==> src/rtl/hbsched_pkg.sv <==
package hbsched_pkg;

  typedef enum logic {
    KIND_HEARTBEAT = 1'b0,
    KIND_EVENT     = 1'b1
  } msgKind_e;

  // Strobes from the recovery control to the message datapath
  typedef struct packed {
    logic evtDue;     // an event message must be queued
    logic hbRun;      // heartbeat beaconing active
    logic hbRestart;  // lockup just began: restart the time base
  } ctrlStrobe_t;

endpackage

==> src/rtl/hbs_recovery_ctrl.sv <==
module hbs_recovery_ctrl
  import hbsched_pkg::*;
(
  input  logic        clk,
  input  logic        rstN,
  input  logic        wdtExpire,
  input  logic        hwEvent,
  input  logic        stsClear,
  input  logic        pwrWorking,
  output ctrlStrobe_t strb,
  output logic        rebootReq,
  output logic        lockupSts
);

  logic [1:0] wdCnt;
  logic       wdHit;
  logic       fwClr;
  logic       lockStart;

  assign wdHit     = wdtExpire && pwrWorking;
  assign fwClr     = stsClear && pwrWorking;
  assign lockStart = wdHit && !fwClr && (wdCnt == 2'd0);

  always_ff @(posedge clk) begin
    if (!rstN) begin
      wdCnt     <= 2'd0;
      lockupSts <= 1'b0;
      rebootReq <= 1'b0;
    end else begin
      rebootReq <= lockStart;
      if (fwClr) begin
        wdCnt     <= 2'd0;
        lockupSts <= 1'b0;
      end else if (wdHit && (wdCnt != 2'd3)) begin
        wdCnt <= wdCnt + 2'd1;
        if (lockStart) lockupSts <= 1'b1;
      end
    end
  end

  assign strb.evtDue    = hwEvent || lockStart;
  assign strb.hbRun     = lockupSts;
  assign strb.hbRestart = lockStart;

  // a reboot request only accompanies a fresh lockup
  a_r4_reboot_on_rise: assert property (@(posedge clk) disable iff (!rstN)
    rebootReq |-> (lockupSts && !$past(lockupSts)));

  // once the expiry count has saturated, no further reboot
  a_r5_no_reboot_failed: assert property (@(posedge clk) disable iff (!rstN)
    (wdCnt == 2'd3 && !stsClear) |=> !rebootReq);

  // outside the working state the status cannot move
  a_r6_frozen_when_off: assert property (@(posedge clk) disable iff (!rstN)
    !pwrWorking |=> $stable(lockupSts));

endmodule

==> src/rtl/hbs_msg_path.sv <==
module hbs_msg_path
  import hbsched_pkg::*;
#(
  parameter int unsigned TICKS_PER_SEC = 100_000_000,
  parameter int unsigned HB_SECONDS    = 31,
  parameter int unsigned SEQ_W         = 4
) (
  input  logic             clk,
  input  logic             rstN,
  input  ctrlStrobe_t      strb,
  input  logic             msgAck,
  output logic             msgReq,
  output logic [SEQ_W-1:0] msgSeq,
  output msgKind_e         msgKind
);

  localparam int unsigned PRE_W = (TICKS_PER_SEC > 1) ? $clog2(TICKS_PER_SEC) : 1;
  localparam int unsigned HB_W  = $clog2(HB_SECONDS + 1);
  localparam logic [PRE_W-1:0] PRE_LAST = PRE_W'(TICKS_PER_SEC - 1);
  localparam logic [HB_W-1:0]  HB_LOAD  = HB_W'(HB_SECONDS);

  logic [PRE_W-1:0] preCnt;
  logic [HB_W-1:0]  hbCnt;
  logic [SEQ_W-1:0] seqQ;
  logic             tick;
  logic             hbDue;
  logic             evtPend;
  logic             hbPend;
  logic             slotFree;
  logic             launchEvt;
  logic             launchHb;

  assign tick  = (preCnt == PRE_LAST);
  assign hbDue = strb.hbRun && !strb.hbRestart && tick && (hbCnt == HB_W'(1));

  // One-second prescaler and heartbeat countdown
  always_ff @(posedge clk) begin
    if (!rstN || strb.hbRestart || !strb.hbRun) begin
      preCnt <= '0;
      hbCnt  <= HB_LOAD;
    end else begin
      preCnt <= tick ? '0 : preCnt + 1'b1;
      if (tick) hbCnt <= (hbCnt == HB_W'(1)) ? HB_LOAD : hbCnt - 1'b1;
    end
  end

  assign slotFree  = !msgReq || msgAck;
  assign launchEvt = slotFree && evtPend;
  assign launchHb  = slotFree && !evtPend && hbPend;

  always_ff @(posedge clk) begin
    if (!rstN) begin
      evtPend <= 1'b0;
      hbPend  <= 1'b0;
    end else begin
      evtPend <= (evtPend && !launchEvt) || strb.evtDue;
      hbPend  <= strb.hbRun && ((hbPend && !launchHb) || (hbDue && !strb.evtDue));
    end
  end

  always_ff @(posedge clk) begin
    if (!rstN) begin
      msgReq  <= 1'b0;
      msgSeq  <= '0;
      msgKind <= KIND_HEARTBEAT;
      seqQ    <= '0;
    end else if (launchEvt) begin
      msgReq  <= 1'b1;
      msgKind <= KIND_EVENT;
      seqQ    <= seqQ + 1'b1;
      msgSeq  <= seqQ + 1'b1;
    end else if (launchHb) begin
      msgReq  <= 1'b1;
      msgKind <= KIND_HEARTBEAT;
      msgSeq  <= seqQ;
    end else if (slotFree) begin
      msgReq  <= 1'b0;
    end
  end

  // an unacknowledged request is held unchanged
  a_r9_hold_request: assert property (@(posedge clk) disable iff (!rstN)
    (msgReq && !msgAck) |=> (msgReq && $stable(msgSeq) && $stable(msgKind)));

  // the sequence only ever steps by one
  a_r2_seq_step: assert property (@(posedge clk) disable iff (!rstN)
    (seqQ != $past(seqQ)) |-> (seqQ == SEQ_W'($past(seqQ) + 1'b1)));

  // a fresh heartbeat request only while beaconing
  a_r3_hb_when_locked: assert property (@(posedge clk) disable iff (!rstN)
    ($rose(msgReq) && msgKind == KIND_HEARTBEAT) |-> $past(strb.hbRun));

  // no heartbeat stays queued once beaconing stops
  a_r7_no_pend_idle: assert property (@(posedge clk) disable iff (!rstN)
    !strb.hbRun |=> !hbPend);

endmodule

==> src/rtl/hb_lockup_sched.sv <==
module hb_lockup_sched
  import hbsched_pkg::*;
#(
  parameter int unsigned TICKS_PER_SEC = 100_000_000,
  parameter int unsigned HB_SECONDS    = 31,
  parameter int unsigned SEQ_W         = 4
) (
  input  logic             clk,
  input  logic             rstN,
  input  logic             wdtExpire,
  input  logic             hwEvent,
  input  logic             stsClear,
  input  logic             pwrWorking,
  input  logic             msgAck,
  output logic             msgReq,
  output logic [SEQ_W-1:0] msgSeq,
  output logic             msgKind,
  output logic             rebootReq,
  output logic             lockupSts
);

  ctrlStrobe_t strb;
  msgKind_e    kindQ;

  hbs_recovery_ctrl u_ctrl (
    .clk        (clk),
    .rstN       (rstN),
    .wdtExpire  (wdtExpire),
    .hwEvent    (hwEvent),
    .stsClear   (stsClear),
    .pwrWorking (pwrWorking),
    .strb       (strb),
    .rebootReq  (rebootReq),
    .lockupSts  (lockupSts)
  );

  hbs_msg_path #(
    .TICKS_PER_SEC (TICKS_PER_SEC),
    .HB_SECONDS    (HB_SECONDS),
    .SEQ_W         (SEQ_W)
  ) u_path (
    .clk     (clk),
    .rstN    (rstN),
    .strb    (strb),
    .msgAck  (msgAck),
    .msgReq  (msgReq),
    .msgSeq  (msgSeq),
    .msgKind (kindQ)
  );

  assign msgKind = kindQ;

endmodule

==> config.mk <==
export PLATFORM = sky130hd
export DESIGN_NAME = hb_lockup_sched
export DESIGN_NICKNAME = d
export VERILOG_FILES = /design/src/rtl/hbsched_pkg.sv /design/src/rtl/hbs_recovery_ctrl.sv /design/src/rtl/hbs_msg_path.sv /design/src/rtl/hb_lockup_sched.sv
export SDC_FILE = /design/constraint.sdc
export NUM_CORES = 1
export LEC_CHECK = 0
export BUFFER_PORTS_ARGS = -buffer_cell sky130_fd_sc_hd__buf_2
export CAP_MARGIN = 20
export CORE_MARGIN = 10
export CORE_UTILIZATION = 50
export CTS_BUF_LIST = sky130_fd_sc_hd__clkbuf_4 sky130_fd_sc_hd__clkbuf_8 sky130_fd_sc_hd__clkbuf_16
export DETAILED_ROUTE_END_ITERATION = 16
export PLACE_DENSITY = 0.68
export SLEW_MARGIN = 30
export SYNTH_ARGS = -nofsm -noshare
export SYNTH_HDL_FRONTEND = slang
export SYNTH_SLANG_ARGS = --single-unit
export TNS_END_PERCENT = 1
==> constraint.sdc <==
create_clock -name clk -period 4.5 [get_ports clk]
set_input_delay 0.225 -clock clk [delete_from_list [all_inputs] [get_ports clk]]
set_output_delay 0.225 -clock clk [all_outputs]
set_load 0.03 [all_outputs]
After elaboration in Yosys (flattened, before gate mapping)
Index checks and enable logic that the tools add are counted.

storage, ports and cells
  register bits = 48
  input bits = 7
  output and inout bits = 8

cells by class
  add/sub/neg operators = 4
  equality and inequality tests = 3
  multiplexer cells = 8
  bitwise gates (word level) = 1
  reduce and logical (&&, ||, !) cells = 36

operator list
  cell                   number
  $add 27x1->27 const B  1
  $eq 27x27->1 const B   1
  $logic_and 1x1->1      15
  $logic_not 1->1        9
  $mux 4                 2
  $logic_or 1x1->1       6
  $eq 5x1->1 const B     1
  $mux 1                 5
  $mux 5                 1
  $sub 5x1->5 const B    1
  $add 4x1->4 const B    1
  $reduce_or 2->1        2
  $reduce_bool 3->1      1
  $add 2x1->2 const B    1
  $logic_not 2->1        1
  $ne 2x2->1 const B     1
  $reduce_and 2->1       1
  $reduce_bool 2->1      1
  $not 1->1              1

Longest topological paths before layout
  word-level depth = 11
  gate-level depth with buffers = 7
  depth with buffers taken out = 6

Hierarchy
Synthesis repeated with hierarchy kept, for this count alone.

second synthesis, totals
  cell total of the unflattened synthesis = 258
  area, all modules = 2,225.9 um2

by module, submodules not included
  module             times used  cells an instance  area an instance (um2)  seq. area each (um2)
  hbs_msg_path       1           234                2,013.2                 880.8
  hbs_recovery_ctrl  1           24                 212.7                   80.1

Least setup slack after synthesis
No wires, ideal clock.

  kind = reg-to-reg
  start = register u_path.preCnt[0]
  end = register u_path.preCnt[3]
  setup time = 0.117 ns
  arrival time = 1.634 ns
  data required time = 4.383 ns
  slack = 2.748 ns
  cell stages (with the launch flop) = 8
  buffers on the path = 2
  cell sequence = dfxtp_1 > ha_1 > and3_1 > clkbuf_1 > nand2_2 > o31ai_2 > buf_2 > nor2_1

between the ends
  word-level cells in the longest chain between the ends = 2
  elaborated cells between the ends (all ways) = 3
  classes of those cells = 1 x add/sub; 1 x eq/ne; 1 x reduce/logical

ends and longest elaborated chain
  item                                                   line                source
  from (decl)                                            hbs_msg_path.sv:22  logic [PRE_W-1:0] preCnt;
  from (signal assigned)                                 hbs_msg_path.sv:42  preCnt <= tick ? '0 : preCnt + 1'b1;
  branches (longest 2 deep; another with $add 27x1->27)  n/a

Parallel ways; which one is timed is not known.
A chain may end at the register's enable or synchronous reset.

Worst setup path in the final report
  start = register u_path.preCnt[8]
  end = register u_path.preCnt[10]

The elaborated chain is that of the path after synthesis.

==> summary.md <==
| Metric | Value |
|---|---|
| Largest buffer count on any clock path | `2` |
| Slew headroom | `0.619` |
| Remaining antenna violation count | `0` |
| I/O pins | `15` |
| VDD IR max | `0.182 mV` |
| Pre-CTS WS | `2.28 ns` |
| Met1 usage | `0.164` |
| Grt met2 use | `0.175` |
| Buffers inserted by post-CTS timing repair | `0` |
| Final Total Pwr | `0.749 mW` |
| Initial DRC Count | `73` |
| First-pass GRT wire length | `7.67 mm` |
| Cell chain of the critical path | `nor4b_2, nand4_1, o31ai_2, buf_4, nor2_1` |
| Die X | `87 microns` |
| Critical path class | `flip-flop to flip-flop` |
| CP required | `4.69 ns` |
| Fill cells | `385` |
| Initial antenna violation count | `0` |
| Largest area contributor in the synthesized netlist | `dfxtp_1` |
| Pre-antenna DRT Iters | `4` |
| Synth Instances | `254` |
| Post-route minimum period | `2.22 ns` |
| Final worst-path setup slack | `2.28 ns` |
| Slew @ Worst Pin | `0.570 ns` |
| # hold bufs at CTS | `0` |
| GRT Util Overall | `0.121` |
| Area grow syn2layout | `9.14%` |
| Fin Setup TNS | `0 ns` |
| Net count after synthesis | `267` |
| Number of port buffers | `14` |
| Routed WL per cell | `13.9 microns` |
| HPWL after DPL | `3.17 mm` |
| Critical-path top delay cell | `o31ai_2` |
| Clk_lat worst skew | `0.30 ns` |
| Number of global-route vias before repair | `1668` |
| Total gr overflow | `0` |
| Post-CTS resize count | `0` |
| Final setup viols | `0` |
| Final Hold Fails | `0` |
| Post-synthesis sequential area ratio | `0.428` |
| Largest net degree at the start of global routing | `19` |
| CP startpoint kind | `flip-flop` |
| Yosys warns | `0` |
| Num rows | `24` |
| CTS root buf | `clkbuf_8` |
| Most common cell after layout, fill and taps aside | `dfxtp_1` |
| Grt met3 use | `0.0318` |
| CTS tree | `built` |
| FMAX | `0.451 GHz` |
| Die Y | `87 microns` |
| Cell area after synthesis | `2240 sq um` |
| Peak fanout along the critical path | `18` |
| Ratio of cells with drive above 1 in the final layout | `0.108` |
| Busiest grt layer | `met2` |
| Register bit total from synthesis | `48` |
| Via count | `1871` |
| Fin crit share | `0.493` |
| Total CTS buffers | `5` |
| RSZ-0062 raised after global routing | `no` |
| GP Congestion | `0.754` |
| Clk sinks | `48` |
| HP Class | `input pin to flip-flop` |
| R2R setup slack | `2.28 ns` |
| Outcome | `completed` |
| Most frequent cells in the layout | `dfxtp_1 (48), nor2_1 (37), nand2_1 (15), a21oi_1 (15)` |
| CTS H-tree lvls | `2` |
| Drc violations | `0` |
| Final Max Tran Viols | `0` |
| Layout Skew | `0.00443 ns` |
| CP arrival | `2.41 ns` |
| Core ar. | `4350 sq um` |
| Top cells by area, synth | `dfxtp_1 (43%), nor2_1 (6.2%), xor2_1 (5.5%), a21oi_1 (3.3%), ha_1 (3.3%)` |
| Syn Area/Cell | `8.84 sq um` |
| Crit end category | `flip-flop` |
| Vias per cell | `5.85` |
| Max stage delay on crit path | `0.56 ns` |
| Pwr dens | `306 nW/um^2` |
| Worst-path clk slew | `0.08 ns` |
| Leakage power | `0.830 nW` |
| Final nets | `280` |
| Number of diodes | `0` |
| Max Cap Viol | `0` |
| Die ar. | `7570 sq um` |
| Starting density of the core | `0.516` |
| Unique masters post-synth | `44` |
| Total Wirelength | `4.44 mm` |
| Yosys top cell area share | `0.428` |
[cell families (layout without fill, tap and decap cells)]
kind of cell             Yosys count  after routing  synth area share
AND/OR/NAND/NOR                  119            119             0.295
flip-flops                        48             48             0.428
AO/OA/AOI/OAI                     45             45             0.137
XOR/XNOR                          17             17            0.0663
buffers and inverters             17             31            0.0318
adder cells (fa/ha/maj)            6              6            0.0334
multiplexers                       2              2           0.00892
[layout make-up]
type / instances / area [sq um] / share of cell area
multi-input combinational: 189 / 1220 / 0.497
sequential: 48 / 961 / 0.392
clock buffer: 8 / 97.6 / 0.0398
timing repair buffer: 15 / 77.6 / 0.0317
tap: 52 / 65.1 / 0.0266
inverter: 8 / 30.0 / 0.0123
[registers in the layout (all words and copies together), names as in the netlist, 2 cells and up]
| register | cells |
|---|---|
| u_path.hbCnt | 5 |
| u_ctrl.wdCnt | 2 |
| u_path.seqQ | 4 |
| u_path.preCnt | 27 |
| u_path.msgSeq | 4 |
[layer usage]
layer | wire [microns] | part of all wire
met1 | 2230 | 0.50
met2 | 1970 | 0.44
met3 | 146 | 0.033
met4 | 89 | 0.020
met5 | 0 | 0
[worst max-delay path, delay by kind of cell (launching register included)]
kind,cells,cell delay (ns)
flip-flops,1,0.38
AO/OA/AOI/OAI,1,0.56
AND/OR/NAND/NOR,3,0.84
buffers and inverters,1,0.32
[per-stage QoR]
step / hold WS (ns) / instances / util / cell area, sq um
6_report: 0.169 / 320 / 0.563 / 2450
5_1_grt: 0.159 / 320 / 0.563 / 2450
4_1_cts: 0.163 / 320 / 0.561 / 2440
3_5_place_dp: 0.447 / 312 / 0.539 / 2350
3_3_place_gp: 0.439 / 312 / 0.539 / 2350
2_1_floorplan: 0.346 / 254 / - / 2240
[final timing paths]
| kind | from | end | cells after the start |
|---|---|---|---|
| hold reg to reg | u_path.msgKind$_SDFFE_PN0P_ | u_path.msgKind$_SDFFE_PN0P_ | 2 |
| setup reg to reg | u_path.preCnt[8]$_SDFF_PP0_ | u_path.preCnt[10]$_SDFF_PP0_ | 5 |
| setup / recovery | u_path.preCnt[8]$_SDFF_PP0_ | u_path.preCnt[10]$_SDFF_PP0_ | 5 |
| hold / removal | hwEvent | u_path.evtPend$_SDFF_PN0_ | 3 |
[power by group]
group,switching (mW),internal [mW],leakage (nW)
combinational,0.0275,0.0141,0.389
clock,0.133,0.137,0.0523
sequential,0.00490,0.432,0.389
[cells in the mapped netlist, drive strengths merged]
master	n
dfxtp	48
nor2	37
nand2	16
a21oi	15
xor2	14
nand3	13
nand4	9
inv	8
o21ai	7
o31ai	7
or4	7
and4	6
buf	6
ha	6
or3	6
a211oi	5
nor4b	5
and3	4
clkbuf	3
xnor2	3
mux2i	2
nand2b	2
nand3b	2
nand4b	2
nor3	2
nor4	2
o31a	2
o32a	2
o41ai	2
a2111o	1
a31oi	1
and2	1
and4b	1
nor2b	1
nor4bb	1
o221ai	1
o311ai	1
o41a	1
or2	1
or4b	1
Power figures use the tool's default switching activity.
